--- src/rtl/dbgdr_pkg.sv ---
package dbgdr_pkg;
    localparam int ADDR_W  = 6;
    localparam int DATA_W  = 32;
    localparam int FRAME_W = DATA_W + ADDR_W + 2;
    localparam int VAL_LO  = 1;
    localparam int VAL_HI  = VAL_LO + DATA_W - 1;
    localparam int ADR_LO  = VAL_HI + 1;
    localparam int ADR_HI  = ADR_LO + ADDR_W - 1;
    localparam int WR_BIT  = ADR_HI + 1;

    localparam logic [ADDR_W-1:0] A_IDENT  = 6'h00;
    localparam logic [ADDR_W-1:0] A_CTYPE  = 6'h01;
    localparam logic [ADDR_W-1:0] A_CTRL   = 6'h02;
    localparam logic [ADDR_W-1:0] A_DLOCK  = 6'h12;
    localparam logic [ADDR_W-1:0] A_ILOCK  = 6'h13;
    localparam logic [ADDR_W-1:0] A_PTAG   = 6'h1A;
    localparam logic [ADDR_W-1:0] A_TSTATE = 6'h1E;

    typedef enum logic [1:0] {
        ST_IDLE  = 2'd0,
        ST_SCAN  = 2'd1,
        ST_RDARM = 2'd2
    } dr_state_t;
endpackage

--- src/rtl/dbgdr_chain.sv ---
module dbgdr_chain #(
    parameter int W = 40
) (
    input  logic         clk,
    input  logic         rst_n,
    input  logic         cap_en,
    input  logic [W-1:0] cap_val,
    input  logic         shift_en,
    input  logic         sin,
    output logic [W-1:0] q
);
    always_ff @(posedge clk or negedge rst_n) begin
        if (!rst_n)
            q <= '0;
        else if (cap_en)
            q <= cap_val;
        else if (shift_en)
            q <= {sin, q[W-1:1]};
    end
endmodule

--- src/rtl/dbgdr_decode.sv ---
module dbgdr_decode
    import dbgdr_pkg::*;
(
    input  logic [ADDR_W-1:0] addr,
    output logic              mapped,
    output logic              writable
);
    always_comb begin
        unique case (addr)
            A_CTRL, A_PTAG, A_TSTATE: begin
                mapped   = 1'b1;
                writable = 1'b1;
            end
            A_IDENT, A_CTYPE, A_DLOCK, A_ILOCK: begin
                mapped   = 1'b1;
                writable = 1'b0;
            end
            default: begin
                mapped   = 1'b0;
                writable = 1'b0;
            end
        endcase
    end
endmodule

--- src/rtl/dbg_regscan_dr.sv ---
module dbg_regscan_dr
    import dbgdr_pkg::*;
(
    input  logic              tck,
    input  logic              trst_n,
    input  logic              sel,
    input  logic              capture_dr,
    input  logic              shift_dr,
    input  logic              update_dr,
    input  logic              tdi,
    output logic              tdo,
    output logic [ADDR_W-1:0] rf_addr,
    output logic [DATA_W-1:0] rf_wdata,
    output logic              rf_we,
    input  logic [DATA_W-1:0] rf_rdata,
    output logic              interp_en,
    output logic [DATA_W-1:0] instr_word,
    output logic              instr_vld
);
    logic [FRAME_W-1:0] chain_q;
    logic [FRAME_W-1:0] cap_frame;
    logic [ADDR_W-1:0]  addr_q;
    logic               interp_q;
    logic [DATA_W-1:0]  instr_q;
    logic               vld_q;
    dr_state_t          state_q, state_d;

    logic do_cap, do_shift, do_upd;
    logic f_direct, f_write;
    logic [ADDR_W-1:0] f_addr;
    logic [DATA_W-1:0] f_val;
    logic is_mapped, is_writable;
    logic rd_arm, wr_commit, ins_issue;

    assign do_cap   = sel & capture_dr;
    assign do_shift = sel & shift_dr;
    assign do_upd   = sel & update_dr;

    assign f_direct = chain_q[0];
    assign f_write  = chain_q[WR_BIT];
    assign f_addr   = chain_q[ADR_HI:ADR_LO];
    assign f_val    = chain_q[VAL_HI:VAL_LO];

    dbgdr_chain #(.W(FRAME_W)) u_chain (
        .clk      (tck),
        .rst_n    (trst_n),
        .cap_en   (do_cap),
        .cap_val  (cap_frame),
        .shift_en (do_shift),
        .sin      (tdi),
        .q        (chain_q)
    );

    dbgdr_decode u_dec (
        .addr     (rf_addr),
        .mapped   (is_mapped),
        .writable (is_writable)
    );

    // state register
    always_ff @(posedge tck or negedge trst_n) begin
        if (!trst_n)
            state_q <= ST_IDLE;
        else
            state_q <= state_d;
    end

    // next state
    always_comb begin
        rd_arm  = do_upd & f_direct & ~f_write;
        state_d = state_q;
        unique case (state_q)
            ST_IDLE: begin
                if (do_upd)      state_d = rd_arm ? ST_RDARM : ST_IDLE;
                else if (do_cap) state_d = ST_SCAN;
            end
            ST_SCAN: begin
                if (do_upd)      state_d = rd_arm ? ST_RDARM : ST_IDLE;
                else if (do_cap) state_d = ST_SCAN;
            end
            ST_RDARM: begin
                if (do_upd)      state_d = rd_arm ? ST_RDARM : ST_IDLE;
                else if (do_cap) state_d = ST_SCAN;
            end
            default: state_d = ST_IDLE;
        endcase
    end

    // outputs
    always_comb begin
        rf_addr   = do_upd ? f_addr : addr_q;
        rf_wdata  = f_val;
        wr_commit = do_upd & f_direct & f_write;
        rf_we     = wr_commit & is_writable;
        ins_issue = do_upd & ~f_direct & interp_q;
        unique case (state_q)
            ST_RDARM: cap_frame = {1'b0, addr_q,
                                   (is_mapped ? rf_rdata : {DATA_W{1'b0}}), 1'b1};
            default:  cap_frame = '0;
        endcase
    end

    always_ff @(posedge tck or negedge trst_n) begin
        if (!trst_n) begin
            addr_q   <= '0;
            interp_q <= 1'b0;
            instr_q  <= '0;
            vld_q    <= 1'b0;
        end else begin
            vld_q <= ins_issue;
            if (do_upd && f_direct)
                addr_q <= f_addr;
            if (rf_we && (f_addr == A_TSTATE))
                interp_q <= f_val[0];
            if (ins_issue)
                instr_q <= f_val;
        end
    end

    assign tdo        = chain_q[0];
    assign interp_en  = interp_q;
    assign instr_word = instr_q;
    assign instr_vld  = vld_q;
endmodule

--- config.mk ---
export PLATFORM = sky130hd
export DESIGN_NAME = dbg_regscan_dr
export DESIGN_NICKNAME = d
export VERILOG_FILES = /design/src/rtl/dbgdr_pkg.sv /design/src/rtl/dbgdr_chain.sv /design/src/rtl/dbgdr_decode.sv /design/src/rtl/dbg_regscan_dr.sv
export SDC_FILE = /design/constraint.sdc
export NUM_CORES = 1
export LEC_CHECK = 0
export ABC_AREA = 1
export CAP_MARGIN = 40
export CORE_MARGIN = 5
export CORE_UTILIZATION = 40
export CTS_CLUSTER_SIZE = 24
export DETAILED_ROUTE_END_ITERATION = 6
export PLACE_DENSITY = 0.68
export SYNTH_ARGS = -nofsm -noshare
export SYNTH_HDL_FRONTEND = slang
export SYNTH_SLANG_ARGS = --single-unit
--- constraint.sdc ---
create_clock -name tck -period 1.5 [get_ports tck]
set_input_delay 0.225 -clock tck [delete_from_list [all_inputs] [get_ports tck]]
set_output_delay 0.225 -clock tck [all_outputs]
set_load 0.01 [all_outputs]
Yosys cells after proc, flatten, opt, wreduce, memory -nomap -nowiden:

Index checks and enable logic that the tools add are counted.

* memories kept: 0
* output and inout bits: 74
* memory bits (read-only): 0
* bits in latches: 0
* bits in registers: 82
* input port bits: 39
* memory bits (writable): 0

* $mul: 0
* shifts and indexed selects: 0
* bitwise operators: 11
* $lt $le $gt $ge: 0
* div/mod/pow operators: 0
* muxes and demuxes: 11
* eq/ne operators: 10
* reductions and logical operators: 8
* add/sub/neg operators: 0

Operator list (count)
* $mux 40: 2
* $mux 39: 1
* $mux 32: 1
* $eq 6x5->1 const B: 5
* $and 1x1->1: 9
* $mux 2: 4
* $reduce_or 7->1: 1
* $eq 6x1->1 const B: 1
* $eq 6x2->1 const B: 1
* $logic_not 6->1: 1
* $mux 6: 1
* $reduce_or 3->1: 2
* $ne 3x1->1 const B: 1
* $eq 2x1->1 const B: 1
* $eq 2x2->1 const B: 1
* $logic_and 1x1->1: 2
* $logic_not 2->1: 1
* $mux 1: 2
* $not 1->1: 2
* $reduce_bool 2->1: 1

Depth between registers and ports, before layout:

Gate-level depths: netlist (run 1).

* word-level depth: 8
* mapped depth: 13
* mapped depth without buffers: 11

Modules after synthesis:

A second synthesis (run 1) with hierarchy kept.

* cells, all modules: 525
* area, all modules: 3973.8 µm²

Modules (own cells, without submodules)
* dbg_regscan_dr: times used 1, cells an instance 290, area an instance 2050.7 µm²
* dbgdr_chain: times used 1, cells an instance 220, area an instance 1859.3 µm²
* dbgdr_decode: times used 1, cells an instance 15, area an instance 63.8 µm²

Least setup slack after synthesis (run 1):

No wires, ideal clock.

* kind: input port to output port
* start: in sel
* end: out rf_we
* cell stages on the path: 9
* data arrival time: 1.231 ns
* data required time: 1.275 ns
* buffers on the path: 2
* setup slack: 0.044 ns
* path through: buf_6 > nand2_2 > buf_6 > nand2_1 > o21ai_4 > inv_2 > nor2_1 > nand2_2 > nor3_1

* cells in the longest elaborated chain, start to end: 6

Ends and longest elaborated chain
* start, declared: RTL line dbg_regscan_dr.sv:6 `input logic sel,`
* $and 1x1->1 (*): RTL line dbg_regscan_dr.sv:37 `assign do_upd = sel & update_dr;`
* $mux 6 (*): RTL line dbg_regscan_dr.sv:91 `rf_addr = do_upd ? f_addr : addr_q;`
* named net rf_addr[1]: RTL line dbg_regscan_dr.sv:12 `output logic [ADDR_W-1:0] rf_addr,`
* $eq 6x2->1 or $eq 6x5->1 (tied branches): RTL line dbgdr_decode.sv:9 `unique case (addr)`
* $reduce_or 3->1 (*)
* $mux 1 (*): RTL line dbgdr_decode.sv:9
* $and 1x1->1 (*): RTL line dbg_regscan_dr.sv:94 `rf_we = wr_commit & is_writable;`
* end, declared: RTL line dbg_regscan_dr.sv:14 `output logic rf_we,`

Mark *: on every way through the listed nets, which the timed path passes. The rest lies on a longest branch.

Worst setup path in the final report (run 1):

* start: reg u_chain.q[38]
* end: out rf_we

* cells in the longest elaborated chain, start to end: 5

Ends and longest elaborated chain
* start, declared: RTL line dbgdr_chain.sv:10 `output logic [W-1:0] q`
* start signal, assigned: RTL line dbgdr_chain.sv:16 `q <= cap_val;`
* start signal, assigned: RTL line dbgdr_chain.sv:18 `q <= {sin, q[W-1:1]};`
* $mux 6 (*): RTL line dbg_regscan_dr.sv:91
* $eq 6x2->1 or $eq 6x5->1 (tied branches): RTL line dbgdr_decode.sv:9
* $reduce_or 3->1 (*)
* $mux 1 (*): RTL line dbgdr_decode.sv:9
* $and 1x1->1 (*): RTL line dbg_regscan_dr.sv:94

Every way passes the cells marked *; elsewhere a longest branch is shown, timed or not.

==> reports/metrics.csv, run 1 <==
metric,value,unit
status,"finished, violations left",
failing checks,negative setup slack,
Setup Crit Path Kind,flop to primary output,
Comb power frac,35.3,%
antenna-violating nets left,0,
Global Route met2 Usage,29.8,%
CP max stage cell,dfrtp_1,
achievable frequency,0.550,GHz
GRT busiest layer,met2,
met1 usage,24.2,%
Synth Area per Inst,7.99,µm²
Syn Inst Count,527,
worst-case reg-to-reg path depth,11,
DR WL/cell,14.0,µm
"FFs w/ async S/R, synth",100,%
Port-buffer cells,112,
final worst-path cycle share,121,%
TritonCTS buffer count,9,
met3 usage,5.12,%
largest net degree at the start of global routing,83,
fill count,925,
Via density,4.67,
clock buffer depth,2,
core footprint,0.0103,mm²
syn_nets,566,
PD cells,1050,mW/mm²
Fin. Hold Viols,0,
initial antenna violation count,0,
sw frac,33.4,%
clk_lat worst skew,0.36,ns
H-Tree Depth,3,
ranking of synthesized cells by area,"dfrtp_1, nand2_1, a21oi_2",
CTS tree,yes,
Final nets,707,
Synth area leader,dfrtp_1,
P_leak,3.44,nW
clock root cell,clkbuf_8,
initial core utilization,41.0,%
post-placement worst setup slack,-0.894,ns
gp weighted congestion,0.848,
maximum VDD drop,0.606,mV
synth unique cells,24,
reg2reg end,u_chain.q[12],
sequential area share after synthesis,48.7,%
vias after detailed routing,3775,
Setup Skew,0.0163,ns
Crit path largest cell delay,0.44,ns
clock power share,23.9,%
Max-cap violations,0,
Area Growth Syn to Fin,45.4,%
Mapped Area,0.00421,mm²
"Top FF cell, synth",dfrtp_1,
Setup Total Neg Slack,-4.09,ns
setup violators final,34,
Crit Reg-Reg Startpoint,u_chain.q[38],
DRC Markers,0,
sequential group share of total power,40.8,%
first-pass GRT wire length,18.9,mm
critical-path maximum fanout,3,
Slew Limit Fails,0,
drt pass-1 iters,5,
number of synthesized flops with an enable pin,0,
"most used cell, CP",nand2_2,
"top cells by count, synth","nand2_1, dfrtp_1, nor2_1",
post-DP HPWL,7.69,mm
routed wire length,11.4,mm
share of layout cells above drive strength 1,27.8,%
die area,0.0127,mm²
minimum clock period,1.82,ns
R2R setup slack,-0.13,ns
CTS sink count,82,
critical path data arrival time,1.59,ns
Clock transition at path regs,0.10,ns
Relative slew margins,70.3,%
critical path required time,1.27,ns
worst min path class,primary input to async pin,
DRT iter0 DRCs,190,
final core utilization,59.6,%
Die X,113,µm
GRT Util Overall,18.2,%
Worst setup SP type,flop,
diode count,0,
switching power,0.00216,W
RSZ-0062 raised after global routing,yes,
row cnt,37,
Tightest Pin Transition,0.446,ns
Synth Warn #,0,
die height,113,µm
Int Pwr,0.00429,W
Setup crit end kind,primary output,
vias in the first global route,3875,
I/O pins,113,
Seq cells post-synth,82,
critical-path cell list,"inv_2, nand3_1, nand2_2, nand3_2, nand2_2, nand2_2, nor3_2, buf_2",
Final WS setup,-0.319,ns
Synth top area share,48.7,%
cell with the most instances after synthesis,nand2_1,
GRT overflow,0,
final hold slack,0.415,ns
overall power,0.00645,W
-- flip-flops by register name (all words and copies together) (netlist names) --
signal	count
addr_q	6
instr_vld	1
instr_word	32
interp_en	1
state_q	2
u_chain.q	40
-- repair_timing --
action	4_1_cts	5_1_grt
pin swaps	14	23
hold endpoints to repair	82	0
endpoints found under the setup margin	89	58
hold buffers	1	0
setup buffers	12	6
gates resized for setup	89	64
cloned	4	0
-- layout make-up --
cell class / count / area, µm² / area share (%)
clock buffer: 10 / 138 / 2.25
timing repair buffer: 188 / 1790 / 29.2
inverter: 48 / 180 / 2.94
sequential: 82 / 2050 / 33.5
tap: 136 / 170 / 2.78
clock inverter: 6 / 48.8 / 0.797
multi-input combinational: 339 / 1750 / 28.6
-- metrics by stage --
stage,instances,instance area (µm²)
6_report,809,6120
5_1_grt,809,6120
4_1_cts,803,5930
3_5_place_dp,770,5570
3_3_place_gp,770,5570
2_1_floorplan,527,4210
-- critical path, delay by kind of cell (launching register included) --
kind | cells | cell delay [ns]
DFF | 1 | 0.44
buffers and inverters | 2 | 0.24
and+or+nand+nor | 6 | 0.55
-- cells by family (layout without fill, tap and decap cells) --
group                  after synthesis  after routing  synth area share (%)
and+or+nand+nor                    250            250                  23.9
buffers and inverters              106            252                  13.3
AOI/OAI and AO/OA                   89             89                  14.0
DFF                                 82             82                  48.7
-- metal layers --
metal  vias up  wire length (µm)
met3         7               733
met2       102              5440
met5         -                 0
met4         0                87
li1       1902                 -
met1      1764              5090
-- power by group through the flow --
stage	registers, W	clock network (W)	logic, W
after detailed placement	0.00268	0	0.00182
after global routing	0.00267	0.00172	0.00247
after global placement	0.00269	0	0.00179
final	0.00263	0.00154	0.00227
after CTS	0.00263	0.00158	0.00212
after floorplan	0.00264	0	0.00100
-- cells in the final DEF (no fill, tap or decap), drive strengths merged --
| cell type | instances |
|---|---|
| clkbuf | 11 |
| dlygate4sd2 | 47 |
| clkdlybuf4s15 | 1 |
| buf | 82 |
| dfrtp | 82 |
| o21ai | 43 |
| a221oi | 6 |
| nor2 | 70 |
| nand3 | 10 |
| inv | 50 |
| nand4 | 3 |
| dlymetal6s2s | 20 |
| nor3 | 3 |
| clkinv | 2 |
| nand2 | 164 |
| clkinvlp | 2 |
| clkdlybuf4s50 | 36 |
| dlygate4sd3 | 1 |
| a21oi | 40 |
-- how the worst max path moves through the flow --
stage | start | endpoint | slack (ns) | cells after the start
after global placement | sel | rf_we | -0.85 | 9
after floorplan | sel | rf_we | 0.04 | 9
after CTS | u_chain.q[36] | rf_we | -0.34 | 8
after global routing | u_chain.q[38] | rf_we | -0.38 | 8
after detailed placement | sel | rf_we | -0.89 | 10
final | u_chain.q[38] | rf_we | -0.32 | 8
Power figures use the tool's default switching activity.
==> run 2: changes to the inputs <==
--- a/config.mk
+++ b/config.mk
@@ -11,6 +11,7 @@
 export CORE_UTILIZATION = 40
 export CTS_CLUSTER_SIZE = 24
 export DETAILED_ROUTE_END_ITERATION = 6
+export MAX_ROUTING_LAYER = met4
 export PLACE_DENSITY = 0.68
 export SYNTH_ARGS = -nofsm -noshare
 export SYNTH_HDL_FRONTEND = slang
==> reports/metrics.csv, run 2 (same netlist as run 1, synthesis figures left out) <==
metric,value,unit,change
clk_lat worst skew,0.35,ns,about the same
worst min path class,primary input to async pin,,
first-pass GRT wire length,19.0,mm,+0.29%
Worst setup SP type,flop,,
CTS sink count,82,,unchanged
GRT Util Overall,19.0,%,+0.72 points
share of layout cells above drive strength 1,23.2,%,-4.6 points
die height,113,µm,unchanged
clock root cell,clkbuf_8,,
"most used cell, CP",nand2_2,,
critical path's top delay family,simple AND/OR/NAND/NOR gates,,
Max-cap violations,0,,unchanged
PD cells,1100,mW/mm²,+4.5%
Setup crit end kind,primary output,,
final worst-path cycle share,116,%,-5.0 points
antenna-violating nets left,0,,unchanged
gp weighted congestion,0.850,,+0.18%
TritonCTS buffer count,9,,unchanged
Largest register FFs,40,,unchanged
die area,0.0127,mm²,unchanged
reg2reg end,u_chain.q[14],,
routed wire length,11.6,mm,+2.2%
most frequent cells in the layout,"nand2_1, dfrtp_1, nor2_1",,
Via density,4.67,,+0.11%
DR WL/cell,14.3,µm,+2.2%
critical-path maximum fanout,4,,+1
CP max stage cell,dfrtp_1,,
initial core utilization,41.0,%,unchanged
vias in the first global route,3839,,-0.93%
CP Buf/Inv Count,1,,-1
DRT iter0 DRCs,138,,-27%
Crit Reg-Reg Startpoint,u_chain.q[37],,
minimum clock period,1.74,ns,-0.0757 ns
Final WS setup,-0.244,ns,+0.0757 ns
failing checks,negative setup slack,,
Crit path largest cell delay,0.42,ns,-0.02 ns
post-DP HPWL,7.70,mm,about the same
Tightest Pin Transition,0.443,ns,-0.00338 ns
diode count,0,,unchanged
vias after detailed routing,3779,,+0.11%
placed cell areas,0.00558,mm²,about the same
core footprint,0.0103,mm²,unchanged
critical path required time,1.27,ns,about the same
DRC Markers,0,,unchanged
largest net degree at the start of global routing,83,,unchanged
worst-case reg-to-reg path depth,12,,+1
critical path data arrival time,1.52,ns,-0.07 ns
Setup Crit Path Kind,flop to primary output,,
Port-buffer cells,112,,unchanged
Fin. Hold Viols,0,,unchanged
initial antenna violation count,0,,unchanged
final core utilization,59.7,%,+0.073 points
P_leak,3.46,nW,+0.60%
clock buffer depth,2,,unchanged
Clock transition at path regs,0.09,ns,about the same
"commonest non-fill, non-tap cell in the layout",nand2_1,,
H-Tree Depth,3,,unchanged
Final nets,707,,unchanged
I/O pins,113,,unchanged
Setup Skew,0.0172,ns,+0.000914 ns
Area Growth Syn to Fin,45.6,%,
final instance area,0.00613,mm²,+0.12%
R2R setup slack,-0.15,ns,-0.02 ns
RSZ-0062 raised after global routing,yes,,
setup violators final,34,,unchanged
Slew Limit Fails,0,,unchanged
CTS tree,yes,,
GRT overflow,0,,unchanged
row cnt,37,,unchanged
maximum VDD drop,0.627,mV,+3.4%
Relative slew margins,70.5,%,+0.23 points
achievable frequency,0.574,GHz,+4.3%
status,"finished, violations left",,
largest register by flop count,u_chain.q,,
Die X,113,µm,unchanged
drt pass-1 iters,4,,-1
fill count,938,,+1.4%
critical-path cell list,"nand3_2, nand2_4, nor2_4, nand2_1, nand2_2, nand2_2, nor3_2, buf_2",,
run 2: cell types whose count changed in the layout (fill, tap and decap cells not counted), sizes merged:
cell           change
inv                -2
clkinvlp           -2
clkdlybuf4s50      +7
dlygate4sd2        -9
bufinv             +2
dlymetal6s2s       +3
clkinv             +1
run 2: worst max path at each step:
stage | end | from | slack (ns) | depth (start not counted)
floorplan | rf_we | sel | 0.04 | 9
global placement | rf_we | sel | -0.85 | 10
detailed placement | rf_we | update_dr | -0.87 | 10
CTS | rf_we | addr_q[4] | -0.26 | 8
global route | rf_we | u_chain.q[37] | -0.36 | 7
finish | rf_we | u_chain.q[37] | -0.24 | 8
run 2: tightest hold or removal path, stage by stage:
cell and delay (ns):
dlygate4sd3_1 0.52, buf_4 0.11, buf_12 0.37
run 2: layout make-up:
type | count | area [µm²] | share of cell area, %
timing repair buffer | 188 | 1850 | 30.2
tap | 136 | 170 | 2.77
sequential | 82 | 2050 | 33.5
clock inverter | 5 | 78.8 | 1.29
clock buffer | 11 | 131 | 2.14
inverter | 48 | 180 | 2.94
multi-input combinational | 339 | 1670 | 27.2
run 2: metrics by stage:
stage                     hold WS (ns)  setup WS [ns]  total power [W]  instances  TNS [ns]
final                            0.457         -0.244          0.00675        809     -4.02
after global routing             0.492         -0.357          0.00711        809     -8.10
after CTS                        0.458         -0.264          0.00665        804     -2.94
after detailed placement         0.295         -0.867          0.00452        769    -33.86
after global placement           0.290         -0.849          0.00448        769    -30.45
after floorplan                -0.0706         0.0438          0.00365        527         0
run 2: where the power goes:
part	leakage (nW)	switching (W)	internal [W]
Combinational	2.30	0.00108	0.00130
Sequential	1.05	0.000200	0.00244
Clock	0.107	0.000795	0.000938
Total	3.46	0.00207	0.00468
run 2: per-layer routing:
metal  track usage (%)  vias to the layer above  share of wire (%)
met5                 -                        -                  0
met4              5.21                        0                1.2
met3              3.34                       13                5.8
met2              30.4                      114                 48
met1              24.8                     1755                 45
li1                  -                     1897                  -
run 2: timing repair:
item	in CTS	in global routing
pin swaps	4	3
endpoints found under the setup margin	79	62
hold endpoints to repair	82	0
hold buffers	1	0
gates resized for setup	85	32
cloned	4	0
buffers inserted	14	5
==> run 3: changes to the inputs <==
--- a/config.mk
+++ b/config.mk
@@ -5,7 +5,6 @@
 export SDC_FILE = /design/constraint.sdc
 export NUM_CORES = 1
 export LEC_CHECK = 0
-export ABC_AREA = 1
 export CAP_MARGIN = 40
 export CORE_MARGIN = 5
 export CORE_UTILIZATION = 40
@@ -13,6 +12,7 @@
 export DETAILED_ROUTE_END_ITERATION = 6
 export MAX_ROUTING_LAYER = met4
 export PLACE_DENSITY = 0.68
+export SLEW_MARGIN = 20
 export SYNTH_ARGS = -nofsm -noshare
 export SYNTH_HDL_FRONTEND = slang
 export SYNTH_SLANG_ARGS = --single-unit
==> reports/metrics.csv, run 3 <==
metric,value,unit,change
Max-cap violations,0,,unchanged
Slew Limit Fails,0,,unchanged
I/O pins,113,,unchanged
clock root cell,clkbuf_8,,
worst min path class,primary input to flop,,
ranking of synthesized cells by area,"dfrtp_1, mux2_2, o31ai_2",,
Relative slew margins,72.7,%,+2.2 points
GRT Util Overall,18.2,%,-0.74 points
largest net degree at the start of global routing,52,,-37%
Comb power frac,18.9,%,-16 points
Synth Warn #,0,,unchanged
status,"finished, violations left",,
die height,112,µm,-0.23%
vias in the first global route,3510,,-8.6%
routed wire length,11.4,mm,-1.9%
row cnt,37,,unchanged
clk_lat worst skew,0.35,ns,about the same
Setup Crit Path Kind,flop to flop,,
Area Growth Syn to Fin,48.6,%,
largest register by flop count,u_chain.q,,
antenna-violating nets left,0,,unchanged
sw frac,27.6,%,-3.1 points
critical path data arrival time,2.23,ns,+0.71 ns
Fin. Hold Viols,0,,unchanged
DRT iter0 DRCs,116,,-16%
DR WL/cell,17.6,µm,+23%
initial core utilization,40.8,%,-0.21 points
Worst setup SP type,flop,,
Synth area leader,dfrtp_1,,
number of synthesized flops with an enable pin,0,,unchanged
DRC Markers,0,,unchanged
diode count,0,,unchanged
Via density,5.04,,+8.0%
P_leak,3.56,nW,+3.0%
critical path required time,1.76,ns,+0.49 ns
Final nets,543,,-23%
core footprint,0.0103,mm²,unchanged
Synth top area share,49.0,%,+0.25 points
die area,0.0126,mm²,-0.46%
flip-flop and latch area,0.00205,mm²,unchanged
maximum VDD drop,0.500,mV,-20%
Mapped Area,0.00419,mm²,-0.50%
Die X,112,µm,-0.23%
R2R setup slack,-0.47,ns,-0.32 ns
critical-path maximum fanout,8,,+4
setup violators final,38,,+12%
drt pass-1 iters,5,,+1
Clock transition at path regs,0.09,ns,about the same
sequential area share after synthesis,49.0,%,+0.25 points
final worst-path cycle share,131,%,+15 points
vias after detailed routing,3254,,-14%
switching power,0.00131,W,-37%
syn_nets,412,,-27%
most frequent cells in the layout,"dfrtp_1, clkdlybuf4s50_1, mux2_2, buf_4, dlygate4sd2_1",,
cell with the most instances after synthesis,dfrtp_1,,
Port-buffer cells,112,,unchanged
Synth Area per Inst,11.2,µm²,+41%
Seq cells post-synth,82,,unchanged
"top cells by count, synth","dfrtp_1, mux2_2, a21oi_1, inv_1",,
achievable frequency,0.508,GHz,-11%
CTS tree,yes,,
Largest register FFs,40,,unchanged
multi-input combinational cell area,0.00188,mm²,+13%
post-DP HPWL,7.76,mm,+0.84%
Tightest Pin Transition,0.409,ns,-0.0336 ns
Setup Skew,0.00978,ns,-0.00745 ns
initial antenna violation count,0,,unchanged
fill count,878,,-6.4%
Setup Total Neg Slack,-14.35,ns,-10.33 ns
sequential group share of total power,49.2,%,+10 points
clock power share,31.9,%,+6.2 points
GRT overflow,0,,unchanged
gp weighted congestion,0.900,,+5.9%
clock buffer depth,2,,unchanged
Syn Inst Count,373,,-29%
Setup crit end kind,flop,,
final core utilization,60.6,%,+0.94 points
RSZ-0062 raised after global routing,yes,,
"Top FF cell, synth",dfrtp_1,,
CTS sink count,82,,unchanged
"FFs w/ async S/R, synth",100,%,unchanged
first-pass GRT wire length,18.3,mm,-3.7%
TritonCTS buffer count,9,,unchanged
Int Pwr,0.00344,W,-26%
PD cells,763,mW/mm²,-31%
synth unique cells,36,,+50%
Final WS setup,-0.469,ns,-0.225 ns
H-Tree Depth,3,,unchanged
failing checks,negative setup slack,,
share of layout cells above drive strength 1,34.4,%,+11 points
minimum clock period,1.97,ns,+0.225 ns
"commonest non-fill, non-tap cell in the layout",dfrtp_1,,
## run 3: cell count changes after synthesis, moves of 3 or more
cell / previous run / this run
mux2_2: 0 / 45
nand2_2: 7 / 0
a21oi_2: 30 / 0
a21oi_1: 10 / 34
buf_2: 5 / 8
o31ai_2: 0 / 29
inv_1: 46 / 34
nand3_1: 9 / 4
o21ai_0: 41 / 2
nor2_1: 68 / 14
and3_1: 0 / 32
nand4_1: 3 / 0
nand2_1: 156 / 3
## run 3: logic make-up (layout without fill, tap and decap cells)
group / after synthesis / in the layout / share of synthesized area, %
buffers and inverters: 91 / 227 / 11.8
AO/OA/AOI/OAI: 84 / 84 / 16.8
flip-flops: 82 / 82 / 49.0
AND/OR/NAND/NOR: 68 / 68 / 9.58
multiplexers: 46 / 46 / 12.4
XOR/XNOR: 2 / 2 / 0.418
## run 3: path summary, 6_finish.rpt
kind | endpoint | start | depth (start not counted)
max | u_chain.q[17] | addr_q[2] | 5
max reg2reg | u_chain.q[17] | addr_q[2] | 5
min in group asynchronous | u_chain.q[7] | trst_n | 3
min | state_q[0] | update_dr | 4
max in group asynchronous | instr_word[20] | trst_n | 3
min reg2reg | instr_word[0] | instr_word[0] | 1
## run 3: final cells by class
type | instances | area share (%)
flip-flops and latches | 82 | 32.9
multi-input cells | 200 | 30.2
clock inverters | 4 | 0.422
inverters | 34 | 2.05
repair buffers | 177 | 29.2
well taps | 136 | 2.73
clock buffers | 12 | 2.49
## run 3: timing repair
action / CTS / global route
hold buffers: 1 / 0
hold endpoints to repair: 82 / 0
setup buffers: 7 / 7
endpoints found under the setup margin: 117 / 61
gates resized for setup: 94 / 53
pin swaps: 0 / 5
gates cloned: 0 / 2
## run 3: layer usage
metal	part of all wire (%)	global-route usage, %
met5	0	-
met4	1.7	5.77
met3	3.6	3.45
met2	50	30.2
met1	45	22.6
## run 3: critical path, cell delays in order (launching register included)
cell and delay (ns):
dfrtp_1 0.40, a211o_1 0.29, a221o_1 0.36, a311o_2 0.43, clkbuf_16 0.23, o31ai_2 0.17
## run 3: metrics by stage
stage	power (W)	setup slack (ns)	hold slack [ns]	std cells	area [µm²]
finish	0.00475	-0.469	0.374	645	6230
global route	0.00497	-0.509	0.376	645	6230
CTS	0.00471	-0.446	0.370	638	5910
detailed placement	0.00315	-0.808	0.235	614	5630
global placement	0.00313	-0.741	0.232	614	5630
floorplan	0.00271	-0.274	-0.0706	373	4200
## run 3: power by group through the flow
stage	Combinational [W]	Sequential [W]	Clock (W)
5_1_grt	0.000969	0.00235	0.00165
3_3_place_gp	0.000753	0.00238	0
4_1_cts	0.000828	0.00234	0.00155
3_5_place_dp	0.000767	0.00238	0
2_1_floorplan	0.000345	0.00237	0
6_report	0.000897	0.00234	0.00152
